File: src/rtl/wd_challenge_pkg.sv
package wd_challenge_pkg;
  localparam int unsigned WORD_W = 8;
  localparam logic [WORD_W-1:0] DEFAULT_SEED = 8'hB2;
  // taps at bits 7,5,4,3 for x^8+x^6+x^5+x^4+1
  localparam logic [WORD_W-1:0] FIB_TAPS = 8'b1011_1000;

  typedef struct packed {
    logic loadSeed;
    logic advance;
  } chalStrobe_t;
endpackage

File: src/rtl/wd_challenge_ctrl.sv
module wd_challenge_ctrl
  import wd_challenge_pkg::*;
(
  input  logic        clk,
  input  logic        rst_n,
  input  logic        initPhase,
  input  logic        seedWrEn,
  input  logic        ansWrEn,
  input  logic        answerMatch,
  output chalStrobe_t strobe,
  output logic        resultOk,
  output logic        resultBad
);
  logic seedAccepted;

  assign seedAccepted = seedWrEn & initPhase;

  always_comb begin
    strobe = '0;
    if (seedAccepted) begin
      strobe.loadSeed = 1'b1;
    end else if (ansWrEn && answerMatch) begin
      strobe.advance = 1'b1;
    end
  end

  always_ff @(posedge clk) begin
    if (!rst_n) begin
      resultOk  <= 1'b0;
      resultBad <= 1'b0;
    end else begin
      resultOk  <= ansWrEn & answerMatch;
      resultBad <= ansWrEn & ~answerMatch;
    end
  end
endmodule

File: src/rtl/wd_challenge_dp.sv
module wd_challenge_dp
  import wd_challenge_pkg::*;
#(
  parameter int unsigned W = WORD_W,
  parameter logic [W-1:0] RESET_SEED = DEFAULT_SEED,
  parameter logic [W-1:0] TAPS = FIB_TAPS
) (
  input  logic        clk,
  input  logic        rst_n,
  input  chalStrobe_t strobe,
  input  logic [W-1:0] seedData,
  input  logic [W-1:0] ansData,
  output logic [W-1:0] challenge,
  output logic         answerMatch
);
  localparam int unsigned XW = 2 * W;

  logic [W-1:0]  state;
  logic [W-1:0]  nextState;
  logic [W-1:0]  seedSafe;
  logic          feedback;
  logic [XW-1:0] widened;
  logic [XW-1:0] scaled;
  logic [XW-1:0] inverted;
  logic [W-1:0]  expected;

  // transform: ((~(c*4 + 6 - 4)) >> 2), low W bits
  always_comb begin
    widened  = {{W{1'b0}}, state};
    scaled   = (widened << 2) + XW'(6) - XW'(4);
    inverted = ~scaled;
    expected = W'(inverted >> 2);
  end

  assign answerMatch = (ansData == expected);

  assign feedback  = ^(state & TAPS);
  assign nextState = {state[W-2:0], feedback};
  assign seedSafe  = (seedData == '0) ? RESET_SEED : seedData;

  always_ff @(posedge clk) begin
    if (!rst_n) begin
      state <= RESET_SEED;
    end else if (strobe.loadSeed) begin
      state <= seedSafe;
    end else if (strobe.advance) begin
      state <= nextState;
    end
  end

  assign challenge = state;
endmodule

File: src/rtl/wd_challenge.sv
module wd_challenge
  import wd_challenge_pkg::*;
(
  input  logic       clk,
  input  logic       rst_n,
  input  logic       initPhase,
  input  logic       seedWrEn,
  input  logic [7:0] seedData,
  input  logic       ansWrEn,
  input  logic [7:0] ansData,
  output logic [7:0] challenge,
  output logic       resultOk,
  output logic       resultBad
);
  chalStrobe_t strobe;
  logic        answerMatch;

  wd_challenge_ctrl ctrl_i (
    .clk         (clk),
    .rst_n       (rst_n),
    .initPhase   (initPhase),
    .seedWrEn    (seedWrEn),
    .ansWrEn     (ansWrEn),
    .answerMatch (answerMatch),
    .strobe      (strobe),
    .resultOk    (resultOk),
    .resultBad   (resultBad)
  );

  wd_challenge_dp #(
    .W          (WORD_W),
    .RESET_SEED (DEFAULT_SEED),
    .TAPS       (FIB_TAPS)
  ) dp_i (
    .clk         (clk),
    .rst_n       (rst_n),
    .strobe      (strobe),
    .seedData    (seedData),
    .ansData     (ansData),
    .challenge   (challenge),
    .answerMatch (answerMatch)
  );
endmodule

File: config.mk
export PLATFORM = sky130hd
export DESIGN_NAME = wd_challenge
export DESIGN_NICKNAME = d
export VERILOG_FILES = /design/src/rtl/wd_challenge_pkg.sv /design/src/rtl/wd_challenge_ctrl.sv /design/src/rtl/wd_challenge_dp.sv /design/src/rtl/wd_challenge.sv
export SDC_FILE = /design/constraint.sdc
export NUM_CORES = 1
export LEC_CHECK = 0
export ABC_AREA = 1
export BUFFER_PORTS_ARGS = -buffer_cell sky130_fd_sc_hd__buf_2
export CORE_MARGIN = 2
export CORE_UTILIZATION = 40
export CTS_BUF_LIST = sky130_fd_sc_hd__clkbuf_8
export DETAILED_ROUTE_END_ITERATION = 12
export GPL_TIMING_DRIVEN = 0
export HOLD_SLACK_MARGIN = 0.05
export PLACE_DENSITY = 0.72
export SLEW_MARGIN = 10
export SYNTH_ARGS = -nofsm -noshare
export SYNTH_HDL_FRONTEND = slang
export SYNTH_SLANG_ARGS = --single-unit
File: constraint.sdc
create_clock -name clk -period 1.2 [get_ports clk]
set_input_delay 0.18 -clock clk [delete_from_list [all_inputs] [get_ports clk]]
set_output_delay 0.18 -clock clk [all_outputs]
set_load 0.005 [all_outputs]
==> results of run 1 <==
-- synth_stat cells, drive strengths merged --
| cell type | instances | area share |
|---|---|---|
| a22oi | 1 | 0.010 |
| clkbuf | 1 | 0.019 |
| a21oi | 5 | 0.034 |
| nor2 | 23 | 0.13 |
| nand2b | 1 | 0.0086 |
| or2 | 2 | 0.017 |
| o21ai | 2 | 0.014 |
| inv | 23 | 0.12 |
| dfxtp | 10 | 0.28 |
| xor2 | 1 | 0.012 |
| and2 | 1 | 0.0086 |
| nand3 | 14 | 0.12 |
| o21bai | 1 | 0.010 |
| nand2 | 40 | 0.22 |
-- cells by family (layout without fill, tap and decap cells) --
logic type / count (synthesis) / count (layout)
simple gates: 81 / 81
buf+inv: 24 / 63
flops: 10 / 10
compound gates: 9 / 9
xor+xnor: 1 / 1
-- worst max path at each step --
stage	from	endpoint	depth (start not counted)
2_1_floorplan	dp_i.challenge[4]	dp_i.challenge[3]	9
4_1_cts	dp_i.challenge[6]	dp_i.challenge[6]	10
5_1_grt	dp_i.challenge[0]	dp_i.challenge[0]	9
3_3_place_gp	dp_i.challenge[3]	dp_i.challenge[3]	9
6_report	dp_i.challenge[0]	dp_i.challenge[0]	9
3_5_place_dp	dp_i.challenge[4]	dp_i.challenge[6]	10
-- critical path, cell delays in order (launching register included) --
cell and delay, ns:
dfxtp_4 0.35, nand2_2 0.05, inv_2 0.03, nor2_2 0.10, nand2_2 0.07, nor2_4 0.13
nand3_4 0.16, nand2_8 0.13, nand2_1 0.06, a21oi_1 0.14
-- stage by stage --
| stage | TNS (ns) | utilization | power (µW) | hold WS [ns] | setup WS [ns] |
|---|---|---|---|---|---|
| after floorplan | 0 | - | 520.6 | 0.2642 | 0.003627 |
| after global placement | -0.6148 | 0.5319 | 600.5 | 0.4434 | -0.1420 |
| after detailed placement | -0.8436 | 0.5319 | 609.7 | 0.4437 | -0.1707 |
| after CTS | -0.2984 | 0.5941 | 1052 | 0.1953 | -0.06524 |
| after global routing | -1.276 | 0.6315 | 1136 | 0.1977 | -0.2042 |
| final | -0.5365 | 0.6315 | 1074 | 0.1963 | -0.1061 |
-- sequential cells by signal (all words and copies together), names as in the netlist --
register,flops
ctrl_i.resultOk,1
ctrl_i.resultBad,1
dp_i.challenge,8
-- metal layers --
metal,routed length (µm),vias up,global-route usage
li1,-,459,-
met1,838,398,0.2126
met2,1048,20,0.3250
met3,65,2,0.04706
met4,21,0,0.1143
met5,0,-,0
-- cell type report --
type | count | share of cell area
Multi-Input combinational cell | 91 | 0.4478
Clock buffer | 4 | 0.05104
Sequential cell | 10 | 0.1984
Buffer | 1 | 0.01276
Tap cell | 25 | 0.02900
Inverter | 23 | 0.08005
Timing Repair Buffer | 35 | 0.1810
-- power breakdown --
part / switching (µW) / leakage [µW] / total [µW] / internal [µW]
clock: 141 / 0.0000288 / 430 / 289
combinational: 148 / 0.000518 / 268 / 120
sequential: 20.6 / 0.0000836 / 376 / 355
-- repair_timing --
item	CTS	global route
resized for setup	11	16
setup endpoints to repair	9	9
endpoints found under the hold margin	0	0
setup buffers	4	1
pin swaps	7	10
==> impl_metrics.py, run 1 <==
metrics = {
    "timing": {
        "tightest_slew_ns": 0.2482,
        "min_period_over_period": 1.088,
        "slew_violations": 0,
        "grt_setup_unrepaired": "true",
        "finalSetupViolations": 8,
        "max_freq_mhz": 765.6,
        "fin_ws_ns": -0.1061,
        "finalHoldViolCount": 0,
        "finalClockSkew_ns": 0.0007878,
        "finalCriticalPeriod_ns": 1.306,
        "slew_headroom": 0.8339,
    },
    "global_routing": {
        "gr-total-overflow": 0,
        "antenna_found_initial": 0,
        "grt_pass1_vias": 732,
        "grt_usage": 0.1915,
        "grt_max_degree": 11,
        "grt_pass1_wl_mm": 2.863,
    },
    "setup_path": {
        "cp_data_required_time_ns": 1.36,
        "r2r-end": "dp_i.challenge[0]",
        "critical_path_class": "register to register",
        "critPathArrivalTime_ns": 1.46,
        "crit_path_end_kind": "register",
        "r2r_slack_ns": -0.11,
        "rr_worst_depth": 9,
        "critPathMaxFanout": 8,
        "cp-start-kind": "register",
        "reg2reg_from": "dp_i.challenge[0]",
    },
    "detailed_routing": {
        "num_vias": 879,
        "drc_errors": 0,
        "drtIter0Drc": 13,
        "drtAntennaViolNets": 0,
        "via_per_inst": 4.651,
        "wl_per_cell_um": 10.43,
        "firstDrtPassIters": 4,
        "drt_wl_total_mm": 1.972,
    },
    "layout": {
        "drive_above_1_share": 0.4207,
        "multi_input_area_um2": 483.0,
        "fin_cells": 189,
        "layout_common_cells": "nand2_1, buf_2, nor2_1, inv_1, nand3_1",
        "finalNetCount": 186,
        "fillers": 156,
        "syn_to_final_growth_pct": 48.62,
        "register_area_um2": 214.0,
        "antenna_cells": 0,
        "fin_area_mm2": 0.001079,
        "final_common_cell": "nand2_1",
    },
    "cts": {
        "clk_latency_ns": 0.24,
        "cts_tree": "built",
        "cts_buffers": 3,
        "hold_buffers": 0,
        "clk_pin_slew_ns": 0.05,
        "numClockSinks": 10,
        "htreeDepth": 1,
        "clk_path_buf_depth": 2,
        "root_buffer": "clkbuf_8",
    },
    "floorplanning": {
        "io_pins": 31,
        "dieArea_mm2": 0.002171,
        "rows": 15,
        "initial_utilization": 0.4249,
        "core_area_mm2": 0.001708,
        "die_x_um": 46.60,
        "die_h_um": 46.60,
    },
    "logic_synthesis": {
        "netlist_area_um2": 725.7,
        "syn_inst": 125,
        "synth_seq_area_share": 0.2759,
        "synth-adder-area-share": 0,
        "muxShareOfSynthArea": 0,
        "ys_warn_count": 0,
        "synth_cell_types": 20,
        "synth_compound_area_frac": 0.06897,
        "synth_top_family_by_area": "simple AND/OR/NAND/NOR gates",
        "yosys_register_bits": 10,
        "synth_xor_area_frac": 0.01207,
        "syn_nets": 146,
        "yosys.area_share.simple": 0.5052,
        "synth.avg_cell_area_um2": 5.806,
    },
    "job": {
        "cap_violations": 0,
    },
    "hold_path": {
        "hold_path_depth": 2,
        "hp-class": "input port to register",
        "min_to": "dp_i.challenge[7]",
        "min_from": "rst_n",
    },
    "status": {
        "failed_checks": "setup timing",
        "status": "complete, but fails checks",
    },
    "pwr": {
        "cellPowerDensity_mw_per_mm2": 995.7,
        "peakVddDrop_v": 0.0005632,
        "p_leak_uw": 0.0006302,
    },
    "placed_design": {
        "numPortBuffers": 30,
        "dp_cells": 180,
        "place_area_um2": 908.4,
        "gp_congestion": 0.8301,
        "dp_hpwl_mm": 1.427,
    },
}
Note: power is estimated with default switching activity, not from simulation.
==> run 2: changes to the inputs <==
--- a/config.mk
+++ b/config.mk
@@ -6,14 +6,14 @@
 export NUM_CORES = 1
 export LEC_CHECK = 0
 export ABC_AREA = 1
-export BUFFER_PORTS_ARGS = -buffer_cell sky130_fd_sc_hd__buf_2
+export BUFFER_PORTS_ARGS = -buffer_cell sky130_fd_sc_hd__buf_4
 export CORE_MARGIN = 2
-export CORE_UTILIZATION = 40
+export CORE_UTILIZATION = 43
 export CTS_BUF_LIST = sky130_fd_sc_hd__clkbuf_8
 export DETAILED_ROUTE_END_ITERATION = 12
 export GPL_TIMING_DRIVEN = 0
 export HOLD_SLACK_MARGIN = 0.05
-export PLACE_DENSITY = 0.72
+export PLACE_DENSITY = 0.76
 export SLEW_MARGIN = 10
 export SYNTH_ARGS = -nofsm -noshare
 export SYNTH_HDL_FRONTEND = slang
==> impl_metrics.py, run 2 (synthesis gave the netlist of run 1 again) <==
metrics = {
    "cts": {
        "cts_tree": "built",
        "numClockSinks": 10,
        "root_buffer": "clkbuf_8",
        "hold_buffers": 0,
        "clk_latency_ns": 0.23,
        "clk_pin_slew_ns": 0.05,
        "htreeDepth": 1,
        "cts_buffers": 3,
        "clk_path_buf_depth": 2,
    },
    "placed_design": {
        "dpl_worst_slack_ns": -0.1631,
        "dp_hpwl_mm": 1.340,
        "gp_congestion": 0.8564,
        "numPortBuffers": 30,
    },
    "detailed_routing": {
        "firstDrtPassIters": 4,
        "drtAntennaViolNets": 0,
        "drt_wl_total_mm": 1.874,
        "drtIter0Drc": 21,
        "via_per_inst": 4.830,
        "wl_per_cell_um": 10.30,
        "num_vias": 879,
        "drc_errors": 0,
    },
    "global_routing": {
        "gr-total-overflow": 0,
        "grt_pass1_vias": 736,
        "grt_pass1_wl_mm": 2.891,
        "grt_max_degree": 11,
        "antenna_found_initial": 0,
        "grt_usage": 0.1941,
    },
    "setup_path": {
        "critPathArrivalTime_ns": 1.41,
        "critPathMaxStageDelay_ns": 0.36,
        "cp_data_required_time_ns": 1.33,
        "crit_path_end_kind": "register",
        "crit_buf_inv": 2,
        "crit_slowest_cell": "dfxtp_4",
        "path_cells": "inv_2, nand2_1, nand2_1, nand2_2, nor2_4, nand3_4, nand2_8, nand3_2, nand2_1, inv_1",
        "r2r_slack_ns": -0.08,
        "critical_path_class": "register to register",
        "critPathMaxFanout": 8,
        "crit_family": "simple AND/OR/NAND/NOR gates",
        "cp-start-kind": "register",
        "path_common_cell": "nand2_1",
    },
    "layout": {
        "finalNetCount": 189,
        "layout_common_cells": "buf_4, nand2_1, nor2_1",
        "syn_to_final_growth_pct": 56.90,
        "antenna_cells": 0,
        "final_common_cell": "buf_4",
        "largest_register_ffs": 8,
        "drive_above_1_share": 0.4036,
    },
    "status": {
        "status": "complete, but fails checks",
        "failed_checks": "setup timing",
    },
    "pwr": {
        "peakVddDrop_v": 0.0006421,
        "p_leak_uw": 0.0006593,
        "cellPowerDensity_mw_per_mm2": 899.3,
        "p_total_uw": 1024,
    },
    "timing": {
        "finalHoldViolCount": 0,
        "max_freq_mhz": 782.1,
        "finalSetupViolations": 8,
        "fin_tns_setup_ns": -0.3423,
        "finalCriticalPeriod_ns": 1.279,
        "fin_ws_ns": -0.07853,
        "min_period_over_period": 1.065,
        "grt_setup_unrepaired": "true",
        "slew_headroom": 0.8348,
        "finalClockSkew_ns": 0.001718,
        "tightest_slew_ns": 0.2476,
        "hold_slack_ns": 0.1898,
        "slew_violations": 0,
    },
    "floorplanning": {
        "initial_utilization": 0.4708,
        "dieArea_mm2": 0.002032,
        "rows": 14,
        "die_x_um": 45.08,
        "core_area_mm2": 0.001541,
        "io_pins": 31,
        "die_h_um": 45.08,
    },
    "job": {
        "cap_violations": 0,
    },
    "hold_path": {
        "hp-class": "input port to register",
    },
}
## run 2: report_power, final
| group | switching, µW | internal [µW] | leakage [µW] |
|---|---|---|---|
| Sequential | 20.2 | 354 | 0.0000844 |
| Combinational | 146 | 157 | 0.000553 |
| Clock | 127 | 219 | 0.0000216 |
## run 2: per-layer routing
layer	wire length (µm)	global-route usage
met1	803	0.2438
met2	935	0.3286
met3	100	0.01200
met4	34	0.1059
met5	0	0
## run 2: worst reg2reg max path: cells and delay by family (launching register included)
family,cells,cell delay (ns)
buffers and inverters,2,0.08
DFF,1,0.36
and+or+nand+nor,8,0.73
## run 2: what timing repair did
item / in CTS / in global routing
setup endpoints to repair: 8 / 9
pin swaps: 5 / 8
setup buffers: 6 / 2
gates resized for setup: 15 / 10
## run 2: area by class of cell
| type | count | area [µm²] |
|---|---|---|
| multi-input combinational | 91 | 466.7 |
| fill | 124 | 402.9 |
| timing repair buffer | 38 | 289.0 |
| sequential | 10 | 219.0 |
| inverter | 23 | 88.84 |
| clock buffer | 3 | 41.29 |
| tap | 16 | 20.02 |
| buffer | 1 | 13.76 |
## run 2: path summary, 6_finish.rpt
kind,start,to,cells after the start
hold / removal,rst_n,dp_i.challenge[7],2
setup reg to reg,dp_i.challenge[4],dp_i.challenge[6],10
setup / recovery,dp_i.challenge[4],dp_i.challenge[6],10
hold reg to reg,dp_i.challenge[7],dp_i.challenge[7],2
## run 2: stage by stage
| step | util | cells | area (µm²) |
|---|---|---|---|
| 2_1_floorplan | - | 125 | 726.9 |
| 3_3_place_gp | 0.6307 | 171 | 972.2 |
| 3_5_place_dp | 0.6307 | 171 | 972.2 |
| 4_1_cts | 0.7054 | 180 | 1087 |
| 5_1_grt | 0.7386 | 182 | 1139 |
| 6_report | 0.7386 | 182 | 1139 |
==> run 3: changes to the inputs <==
--- a/config.mk
+++ b/config.mk
@@ -5,7 +5,7 @@
 export SDC_FILE = /design/constraint.sdc
 export NUM_CORES = 1
 export LEC_CHECK = 0
-export ABC_AREA = 1
+export ABC_AREA = 0
 export BUFFER_PORTS_ARGS = -buffer_cell sky130_fd_sc_hd__buf_4
 export CORE_MARGIN = 2
 export CORE_UTILIZATION = 43
==> impl_metrics.py, run 3 <==
metrics = {
    "logic_synthesis": {
        "netlist_area_um2": 724.4,
        "netlist_top_cells_count": "dfxtp_1, xnor2_1, o211ai_1",
        "synth_area_leaders": "dfxtp_1, xnor2_1, nor4_4",
        "synth_seq_area_share": 0.2763,
        "syn_nets": 99,
        "yosys.area.top_type": "dfxtp_1",
        "yosys_register_bits": 10,
        "syn_inst": 78,
        "synth_top_area_frac": 0.2763,
        "synth-async-reset-ratio": 0,
        "ys.flop_type": "dfxtp_1",
        "synth.avg_cell_area_um2": 9.288,
        "synth_cell_types": 27,
        "ys_warn_count": 0,
        "synth_edf_count": 0,
    },
    "cts": {
        "clk_latency_ns": 0.24,
        "clk_path_buf_depth": 2,
        "htreeDepth": 1,
        "root_buffer": "clkbuf_8",
        "cts_tree": "built",
        "numClockSinks": 10,
        "cts_buffers": 3,
        "clk_pin_slew_ns": 0.05,
    },
    "detailed_routing": {
        "drtIter0Drc": 25,
        "wl_met3_um": 100,
        "drc_errors": 0,
        "wl_per_cell_um": 17.46,
        "num_vias": 772,
        "topRoutingLayerUsed": "met4",
        "drt-met1-wl_um": 942,
        "wl_met2_mm": 1.337,
        "drtAntennaViolNets": 0,
        "firstDrtPassIters": 4,
        "drt_wl_total_mm": 2.409,
        "via_per_inst": 5.594,
    },
    "hold_path": {
        "hp-class": "input port to register",
        "min_from": "seedData[0]",
        "min_to": "dp_i.challenge[0]",
        "hold_path_depth": 3,
    },
    "timing": {
        "finalHoldViolCount": 0,
        "finalSetupViolations": 10,
        "finalCriticalPeriod_ns": 1.446,
        "tightest_slew_ns": 0.4797,
        "hold_slack_ns": 0.2138,
        "slew_headroom": 0.6802,
        "max_freq_mhz": 691.6,
        "fin_ws_ns": -0.2460,
        "grt_setup_unrepaired": "true",
        "slew_violations": 0,
        "fin_tns_setup_ns": -2.012,
        "finalClockSkew_ns": 0.004699,
        "min_period_over_period": 1.205,
    },
    "status": {
        "failed_checks": "setup timing",
        "status": "complete, but fails checks",
    },
    "setup_path": {
        "rr_worst_depth": 4,
        "crit_start": "dp_i.challenge[5]",
        "critical_path_class": "register to register",
        "reg2reg_from": "dp_i.challenge[5]",
        "critPathMaxFanout": 5,
        "r2r-end": "dp_i.challenge[6]",
        "crit_path_end_kind": "register",
        "cp_data_required_time_ns": 1.32,
        "cp-start-kind": "register",
        "r2r_slack_ns": -0.25,
        "critPathArrivalTime_ns": 1.57,
    },
    "global_routing": {
        "grt_usage": 0.2200,
        "grt_pass1_wl_mm": 3.153,
        "grt_max_degree": 11,
        "grt_pass1_vias": 723,
        "gr-total-overflow": 0,
        "antenna_found_initial": 0,
    },
    "layout": {
        "layout_common_cells": "buf_4, xnor2_4, inv_1, o211ai_1, dfxtp_4",
        "final_common_cell": "buf_4",
        "fillers": 87,
        "largest_register_ffs": 8,
        "drive_above_1_share": 0.5820,
        "fin_cells": 138,
        "antenna_cells": 0,
        "finalNetCount": 144,
        "syn_to_final_growth_pct": 77.37,
        "final_util": 0.8336,
    },
    "pwr": {
        "peakVddDrop_v": 0.0008916,
        "p_leak_uw": 0.0005325,
        "cellPowerDensity_mw_per_mm2": 899.8,
    },
    "floorplanning": {
        "dieArea_mm2": 0.002029,
        "die_x_um": 45.05,
        "initial_utilization": 0.4700,
        "core_area_mm2": 0.001541,
        "rows": 14,
        "io_pins": 31,
        "die_h_um": 45.05,
    },
    "job": {
        "cap_violations": 0,
    },
    "placed_design": {
        "gp_congestion": 0.7500,
        "dp_cells": 124,
        "numPortBuffers": 30,
        "dpl_worst_slack_ns": -0.2164,
        "dp_hpwl_mm": 1.500,
    },
}
## run 3: through the flow
| stage | total power (µW) | area [µm²] |
|---|---|---|
| CTS | 1106 | 1191 |
| global placement | 719.8 | 1095 |
| finish | 1156 | 1285 |
| detailed placement | 723.9 | 1095 |
| floorplan | 596.2 | 849.6 |
| global route | 1199 | 1285 |
## run 3: metal layers
layer	GRT usage	vias up
met5	0	-
met4	0.1059	0
met3	0.04000	4
met2	0.3829	31
met1	0.2574	358
li1	-	379
## run 3: area by class of cell
cell class	instances	area, µm²	area share
plain buffers	2	7.507	0.005842
clock buffers	3	41.29	0.03213
clock inverters	1	3.754	0.002921
inverters	4	15.01	0.01168
multi-input cells	62	674.4	0.5248
flip-flops and latches	10	222.7	0.1733
well taps	16	20.02	0.01558
repair buffers	40	300.3	0.2337
## run 3: where the power goes
| group | switching [µW] | internal (µW) |
|---|---|---|
| Clock | 148 | 225 |
| Combinational | 182 | 218 |
| Sequential | 32.3 | 351 |
| Total | 362 | 794 |
## run 3: cell families after synthesis
kind of cell | share of synthesized area
flip-flops | 0.2763
AND/OR/NAND/NOR | 0.2867
AO/OA/AOI/OAI | 0.2176
buffers and inverters | 0.03107
XOR/XNOR | 0.1330
multiplexers | 0.05527
## run 3: critical path, stage by stage (launching register included)
cell	delay, ns
dfxtp_4	0.37
xnor2_4	0.15
nor4_4	0.43
and3_4	0.30
a211oi_2	0.06
## run 3: timing repair
action | 4_1_cts | 5_1_grt
hold endpoints to repair | 0 | 0
resized for setup | 4 | 9
endpoints found under the setup margin | 9 | 10
pin swaps | 3 | 9
hold buffers | 0 | 0
setup buffers | 5 | 6
## run 3: how the worst max path moves through the flow
| stage | to | slack, ns |
|---|---|---|
| after detailed placement | dp_i.challenge[4] | -0.22 |
| final | dp_i.challenge[6] | -0.25 |
| after CTS | dp_i.challenge[6] | -0.19 |
| after global placement | dp_i.challenge[1] | -0.20 |
| after floorplan | dp_i.challenge[1] | -0.06 |
| after global routing | dp_i.challenge[2] | -0.31 |
